<file path="src/rtl/jd_pkg.sv">
`timescale 1ns/1ps
package jd_pkg;
  typedef enum logic [1:0] {
    SRC_GPIO1     = 2'b00,
    SRC_JD_LEFT   = 2'b01,
    SRC_JD_RIGHT  = 2'b10,
    SRC_JD_RIGHT2 = 2'b11
  } jd_src_e;

  typedef struct packed {
    logic hp;
    logic spk;
    logic cap;
  } out_en_t;
endpackage

</file>
<file path="src/rtl/jd_src_sync.sv">
`timescale 1ns/1ps
module jd_src_sync #(
  parameter int SYNC_STAGES = 2
) (
  input  logic       clk,
  input  logic       rst_n,
  input  logic [1:0] src_sel,
  input  logic       gpio1_free,
  input  logic       pin_gpio1,
  input  logic       pin_left,
  input  logic       pin_right,
  output logic       det_sync
);
  import jd_pkg::*;

  logic                   raw_sel;
  logic [SYNC_STAGES-1:0] chain_q;
  logic [SYNC_STAGES-1:0] chain_d;

  // source choice; GPIO1 only counts when freed from frame-clock duty
  always_comb begin
    case (src_sel)
      SRC_GPIO1:   raw_sel = pin_gpio1 & gpio1_free;
      SRC_JD_LEFT: raw_sel = pin_left;
      default:     raw_sel = pin_right;
    endcase
  end

  // shift chain
  always_comb chain_d = {chain_q[SYNC_STAGES-2:0], raw_sel};

  always_ff @(posedge clk or negedge rst_n) begin
    if (!rst_n) chain_q <= '0;
    else        chain_q <= chain_d;
  end

  assign det_sync = chain_q[SYNC_STAGES-1];

  // output only ever takes a value the selected input had earlier
  p_sync_no_shortcut_r5: assert property (@(posedge clk) disable iff (!rst_n)
    (det_sync != $past(det_sync)) |-> ($past(chain_q[SYNC_STAGES-2]) == det_sync));
endmodule

</file>
<file path="src/rtl/jd_debounce.sv">
`timescale 1ns/1ps
module jd_debounce #(
  parameter int FAST_TICKS = 4,
  parameter int SLOW_TICKS = 64
) (
  input  logic clk,
  input  logic rst_n,
  input  logic run,
  input  logic slow,
  input  logic tick,
  input  logic det_in,
  output logic level
);
  localparam int CW = $clog2(SLOW_TICKS + 1);
  localparam logic [CW-1:0] FAST_LIM = CW'(FAST_TICKS - 1);
  localparam logic [CW-1:0] SLOW_LIM = CW'(SLOW_TICKS - 1);

  logic [CW-1:0] cnt_q, cnt_d;
  logic          lvl_q, lvl_d;
  logic [CW-1:0] limit;

  assign limit = slow ? SLOW_LIM : FAST_LIM;

  // next-state
  always_comb begin
    cnt_d = cnt_q;
    lvl_d = lvl_q;
    if (!run) begin
      cnt_d = '0;
    end else if (det_in == lvl_q) begin
      cnt_d = '0;
    end else if (tick) begin
      if (cnt_q >= limit) begin
        lvl_d = det_in;
        cnt_d = '0;
      end else begin
        cnt_d = cnt_q + CW'(1);
      end
    end
  end

  // level resets to 0
  always_ff @(posedge clk or negedge rst_n) begin
    if (!rst_n) begin
      cnt_q <= '0;
      lvl_q <= 1'b0;
    end else begin
      cnt_q <= cnt_d;
      lvl_q <= lvl_d;
    end
  end

  assign level = lvl_q;

  p_hold_without_tick_r6: assert property (@(posedge clk) disable iff (!rst_n)
    !tick |=> $stable(lvl_q));
  p_new_level_from_input_r6: assert property (@(posedge clk) disable iff (!rst_n)
    (lvl_q != $past(lvl_q)) |-> ($past(det_in) == lvl_q));
  p_count_restart_r6: assert property (@(posedge clk) disable iff (!rst_n)
    (det_in == lvl_q) |=> (cnt_q == '0));
  p_count_bound_r6: assert property (@(posedge clk) disable iff (!rst_n)
    cnt_q < CW'(SLOW_TICKS));
  p_frozen_when_idle_r7: assert property (@(posedge clk) disable iff (!rst_n)
    !run |=> ($stable(lvl_q) && cnt_q == '0));
endmodule

</file>
<file path="src/rtl/jd_enable_map.sv">
`timescale 1ns/1ps
module jd_enable_map (
  input  logic            sw_en,
  input  logic            sw_pol,
  input  logic            level,
  input  logic            hp_reg,
  input  logic            spk_reg,
  input  logic            capless_en,
  output jd_pkg::out_en_t en
);
  logic hp_kill;
  logic spk_kill;

  // level equal to polarity means "no headphone"
  assign hp_kill  = sw_en & (level == sw_pol);
  assign spk_kill = sw_en & (level != sw_pol);

  always_comb begin
    en.hp  = hp_reg  & ~hp_kill;
    en.spk = spk_reg & ~spk_kill;
    en.cap = capless_en & en.hp;
  end
endmodule

</file>
<file path="src/rtl/jd_out_switch.sv">
`timescale 1ns/1ps
module jd_out_switch #(
  parameter int SYNC_STAGES = 2,
  parameter int FAST_TICKS  = 4,
  parameter int SLOW_TICKS  = 64
) (
  input  logic       clk,
  input  logic       rst_n,
  input  logic       sw_en,
  input  logic       sw_pol,
  input  logic [1:0] src_sel,
  input  logic       dbnc_run,
  input  logic       dbnc_slow,
  input  logic       tick,
  input  logic       capless_en,
  input  logic       hp_reg,
  input  logic       spk_reg,
  input  logic       gpio1_free,
  input  logic       gpio1_is_input,
  input  logic       gpio_det_req,
  input  logic       pin_gpio1,
  input  logic       pin_jd_left,
  input  logic       pin_jd_right,
  output logic       hp_en,
  output logic       spk_en,
  output logic       cap_en,
  output logic       gpio1_oe,
  output logic       gpio1_drv
);
  import jd_pkg::*;

  logic    det_sync;
  logic    det_level;
  out_en_t en;

  jd_src_sync #(.SYNC_STAGES(SYNC_STAGES)) u_src (
    .clk        (clk),
    .rst_n      (rst_n),
    .src_sel    (src_sel),
    .gpio1_free (gpio1_free),
    .pin_gpio1  (pin_gpio1),
    .pin_left   (pin_jd_left),
    .pin_right  (pin_jd_right),
    .det_sync   (det_sync)
  );

  jd_debounce #(.FAST_TICKS(FAST_TICKS), .SLOW_TICKS(SLOW_TICKS)) u_dbnc (
    .clk    (clk),
    .rst_n  (rst_n),
    .run    (dbnc_run),
    .slow   (dbnc_slow),
    .tick   (tick),
    .det_in (det_sync),
    .level  (det_level)
  );

  jd_enable_map u_map (
    .sw_en      (sw_en),
    .sw_pol     (sw_pol),
    .level      (det_level),
    .hp_reg     (hp_reg),
    .spk_reg    (spk_reg),
    .capless_en (capless_en),
    .en         (en)
  );

  assign hp_en  = en.hp;
  assign spk_en = en.spk;
  assign cap_en = en.cap;

  // GPIO1 drive
  assign gpio1_oe  = gpio_det_req & gpio1_free & ~gpio1_is_input;
  assign gpio1_drv = gpio1_oe & det_level;

  p_passthrough_r1: assert property (@(posedge clk) disable iff (!rst_n)
    !sw_en |-> (hp_en == hp_reg && spk_en == spk_reg));
  p_never_both_r2: assert property (@(posedge clk) disable iff (!rst_n)
    sw_en |-> !(hp_en && spk_en));
  p_one_passes_r3: assert property (@(posedge clk) disable iff (!rst_n)
    (sw_en && hp_reg && spk_reg) |-> (hp_en != spk_en));
  p_cap_tracks_hp_r8: assert property (@(posedge clk) disable iff (!rst_n)
    cap_en |-> (hp_en && capless_en));
  p_gpio_quiet_r9: assert property (@(posedge clk) disable iff (!rst_n)
    (gpio1_is_input || !gpio1_free) |-> (!gpio1_oe && !gpio1_drv));
endmodule

</file>
<file path="config.mk">
export PLATFORM = sky130hd
export DESIGN_NAME = jd_out_switch
export DESIGN_NICKNAME = d
export VERILOG_FILES = /design/src/rtl/jd_pkg.sv /design/src/rtl/jd_src_sync.sv /design/src/rtl/jd_debounce.sv /design/src/rtl/jd_enable_map.sv /design/src/rtl/jd_out_switch.sv
export SDC_FILE = /design/constraint.sdc
export NUM_CORES = 1
export LEC_CHECK = 0
export ABC_AREA = 1
export CORE_MARGIN = 1
export CORE_UTILIZATION = 40
export CTS_CLUSTER_DIAMETER = 40
export DETAILED_ROUTE_END_ITERATION = 16
export PLACE_DENSITY = 0.71
export SETUP_SLACK_MARGIN = 0.15
export SYNTH_ARGS = -nofsm -noshare
export SYNTH_HDL_FRONTEND = slang
export SYNTH_SLANG_ARGS = --single-unit
export TNS_END_PERCENT = 20
</file>
<file path="constraint.sdc">
create_clock -name clk -period 1.5 [get_ports clk]
set_input_delay 0.3 -clock clk [delete_from_list [all_inputs] [get_ports clk]]
set_output_delay 0.3 -clock clk [all_outputs]
set_load 0.01 [all_outputs]
</file>
==> impl_metrics.yaml <==
logic_synthesis:
  synthesis.nets: 127
  synth_edf_count: 0
  synth_common_cells: "31 x nand2_1, 18 x inv_1, 12 x nor2_1"
  synth.area.top_cells: "dfrtp_1 35%, nand2_1 16%, inv_1 9.4%, ha_1 8.7%, nor2_1 6.3%"
  avgSynthCellArea_um2: 6.882
  synth_cell_types: 17
  ys_warn_count: 0
  synth.top_cell.area_share_pct: 34.97
  synth_area_um2: 715.7
  ys_seq_area_share_pct: 34.97
  synth_flop_cell: "dfrtp_1"
  async_flop_share_pct: 100.0
  synth_cells: 104
  ys_seq_elements: 10
  synth_top_area_cell: "dfrtp_1"
  post-synth-top-count-cell: "nand2_1"
final_layout:
  instances_no_fill: 165
  nets: 165
  drive_gt1_share_pct: 29.08
  n_antenna_cell: 0
  area_growth_pct: 68.53
  num-fill-cells: 124
clock_tree:
  cts_root_buffer: "clkbuf_4"
  cts_tree: "yes"
  htreeDepth: 1
  cts_sinks: 10
  cts_buffers: 3
  clk_latency_ns: 0.27
  clk_path_buf_depth: 2
  postCtsHoldBufs: 0
  path_clk_slew_ns: 0.07
routing:
  post_drt_wl_per_cell_um: 13.02
  vias: 848
  drcViolationCount: 0
  drtAntennaViolNets: 0
  drt_pre_antenna_iters: 4
  routed_wl_um: 2148
  drt-initial-drc-count: 38
  viasPerCell: 5.139
worst_setup_path:
  cp_top_family: "flip-flops"
  critPathMaxFanout: 2
  critPathArrivalTime_ns: 1.30
  required_ns: 1.20
  crit_chain: "xor2_1, buf_4, o21ai_2, nor2_1, buf_2"
  cpMaxStageDelayCell: "dfrtp_1"
  cp-start-kind: "flop"
  reg2regPathDepth: 7
  rr_endpoint: "u_dbnc.cnt_q[5]"
  regToRegStartpoint: "u_dbnc.level"
  crit_type: "flop to output pin"
  max_stage_delay_ns: 0.40
  cp_num_buf_inv: 2
  endpoint_kind: "output pin"
  r2r_setup_slack_ns: 0.06
sta:
  finalCritPeriodShare_pct: 106.4
  finalSetupTns_ns: -0.2239
  finalHoldViolations: 0
  fmax_mhz: 626.5
  post-route-worst-setup-slack_ns: -0.09613
  post-route-min-period_ns: 1.596
  worstMarginPinSlew_ns: 0.4651
  rsz0062_at_grt: "true"
  slew_violations: 0
  fin_skew_ns: 0.002848
  relSlewSlack_pct: 68.90
  finalSetupViolCount: 3
placed_design:
  place_hpwl_um: 1341
  pre_cts_slack_ns: -0.5456
  place_inst: 158
  gp_congestion: 0.8080
  portBuffers: 22
grt:
  antenna_found_initial: 0
  grt-ovfl-total: 0
  grt_pass1_vias: 770
  grtUsageTotal_pct: 22.02
  grt_pass1_wl_um: 3098
  grt_max_degree: 11
floorplanning:
  die-width_um: 44.30
  start_util_pct: 44.90
  core.rowCount: 14
  fp.dieH_um: 44.30
  core-area_um2: 1594
  ios: 23
  dieArea_um2: 1962
job:
  maxCapViolations: 0
outcome:
  status: "complete, but fails checks"
  violations: "setup timing"
pwr:
  powerDensity_nw_per_um2: 548.0
  ir_drop_v: 0.0004803
  p_leak_uw: 0.0006339
hold_path:
  hold_path.class: "input pin to asynchronous set/reset pin"
[per-stage QoR]
step / utilization, % / hold slack, ns / power (uW) / instance area, um2
2_1_floorplan: - / 0.004409 / 325.6 / 720.7
3_3_place_gp: 64.68 / 0.3361 / 399.3 / 1031
3_5_place_dp: 64.68 / 0.3355 / 401.7 / 1031
4_1_cts: 67.90 / 0.3510 / 646.0 / 1082
5_1_grt: 75.67 / 0.3536 / 700.6 / 1206
6_report: 75.67 / 0.3441 / 661.0 / 1206
[layout by cell type, fill, tap and decap left out, drive strengths merged]
cell,instances
buf,13
xor2,2
clkbuf,4
clkdlybuf4s15,1
nor3,2
nand4,3
o31ai,1
nand2,31
dlymetal6s2s,4
dfrtp,10
o21bai,2
o21ai,7
inv,18
dlygate4sd2,2
clkdlybuf4s50,12
and2,1
ha,5
a21oi,1
nor2,13
nand3,9
[worst max-delay path by stage]
stage	slack, ns	depth (start not counted)	endpoint	from
after floorplan	0.19	8	u_dbnc.level	dbnc_slow
after global placement	-0.48	5	gpio1_drv	gpio1_free
after detailed placement	-0.55	5	cap_en	sw_pol
after CTS	-0.12	5	cap_en	u_dbnc.level
after global routing	-0.15	5	cap_en	u_dbnc.level
final	-0.1	5	cap_en	u_dbnc.level
[flip-flops by register name, indices dropped and copies added (netlist names)]
name           cells
u_dbnc.cnt_q       7
u_src.chain_q      2
u_dbnc.level       1
[metal layers]
layer | track usage (%) | wire length, um | up-vias
met5 | 0 | 0 | -
met4 | 9.091 | 18 | 0
met3 | 6.939 | 137 | 2
met2 | 38.82 | 1138 | 28
met1 | 24.30 | 854 | 408
li1 | - | - | 410
[logic make-up (layout without fill, tap and decap cells)]
logic type	after synthesis	in the layout	synth area share [%]
and+or+nand+nor	58	59	35.67
buffers and inverters	18	54	9.440
AOI/OAI and AO/OA	11	11	8.740
DFF	10	10	34.97
adders and majority gates	5	5	8.741
xor gates and xnor gates	2	2	2.448
[final cells by class]
cell class	instances	area [um2]	area share, %
clock buffers	4	36.28	3.008
inverters	18	70.07	5.809
repair buffers	32	299.0	24.79
flip-flops and latches	10	250.2	20.75
multi-input cells	77	520.5	43.15
well taps	24	30.03	2.490
[repair_timing]
action / 4_1_cts / 5_1_grt
pin swaps: 9 / 16
gates resized for setup: 21 / 28
setup endpoints to repair: 13 / 13
cloned: 1 / 0
setup buffers: 1 / 1
[power breakdown]
part           leakage (uW)  internal (uW)  switching (uW)
combinational      0.000478           71.5            61.6
sequential         0.000135            276            4.53
clock             0.0000210            148            99.5
total              0.000634            495             166
Note: power is estimated with default switching activity, not from simulation.
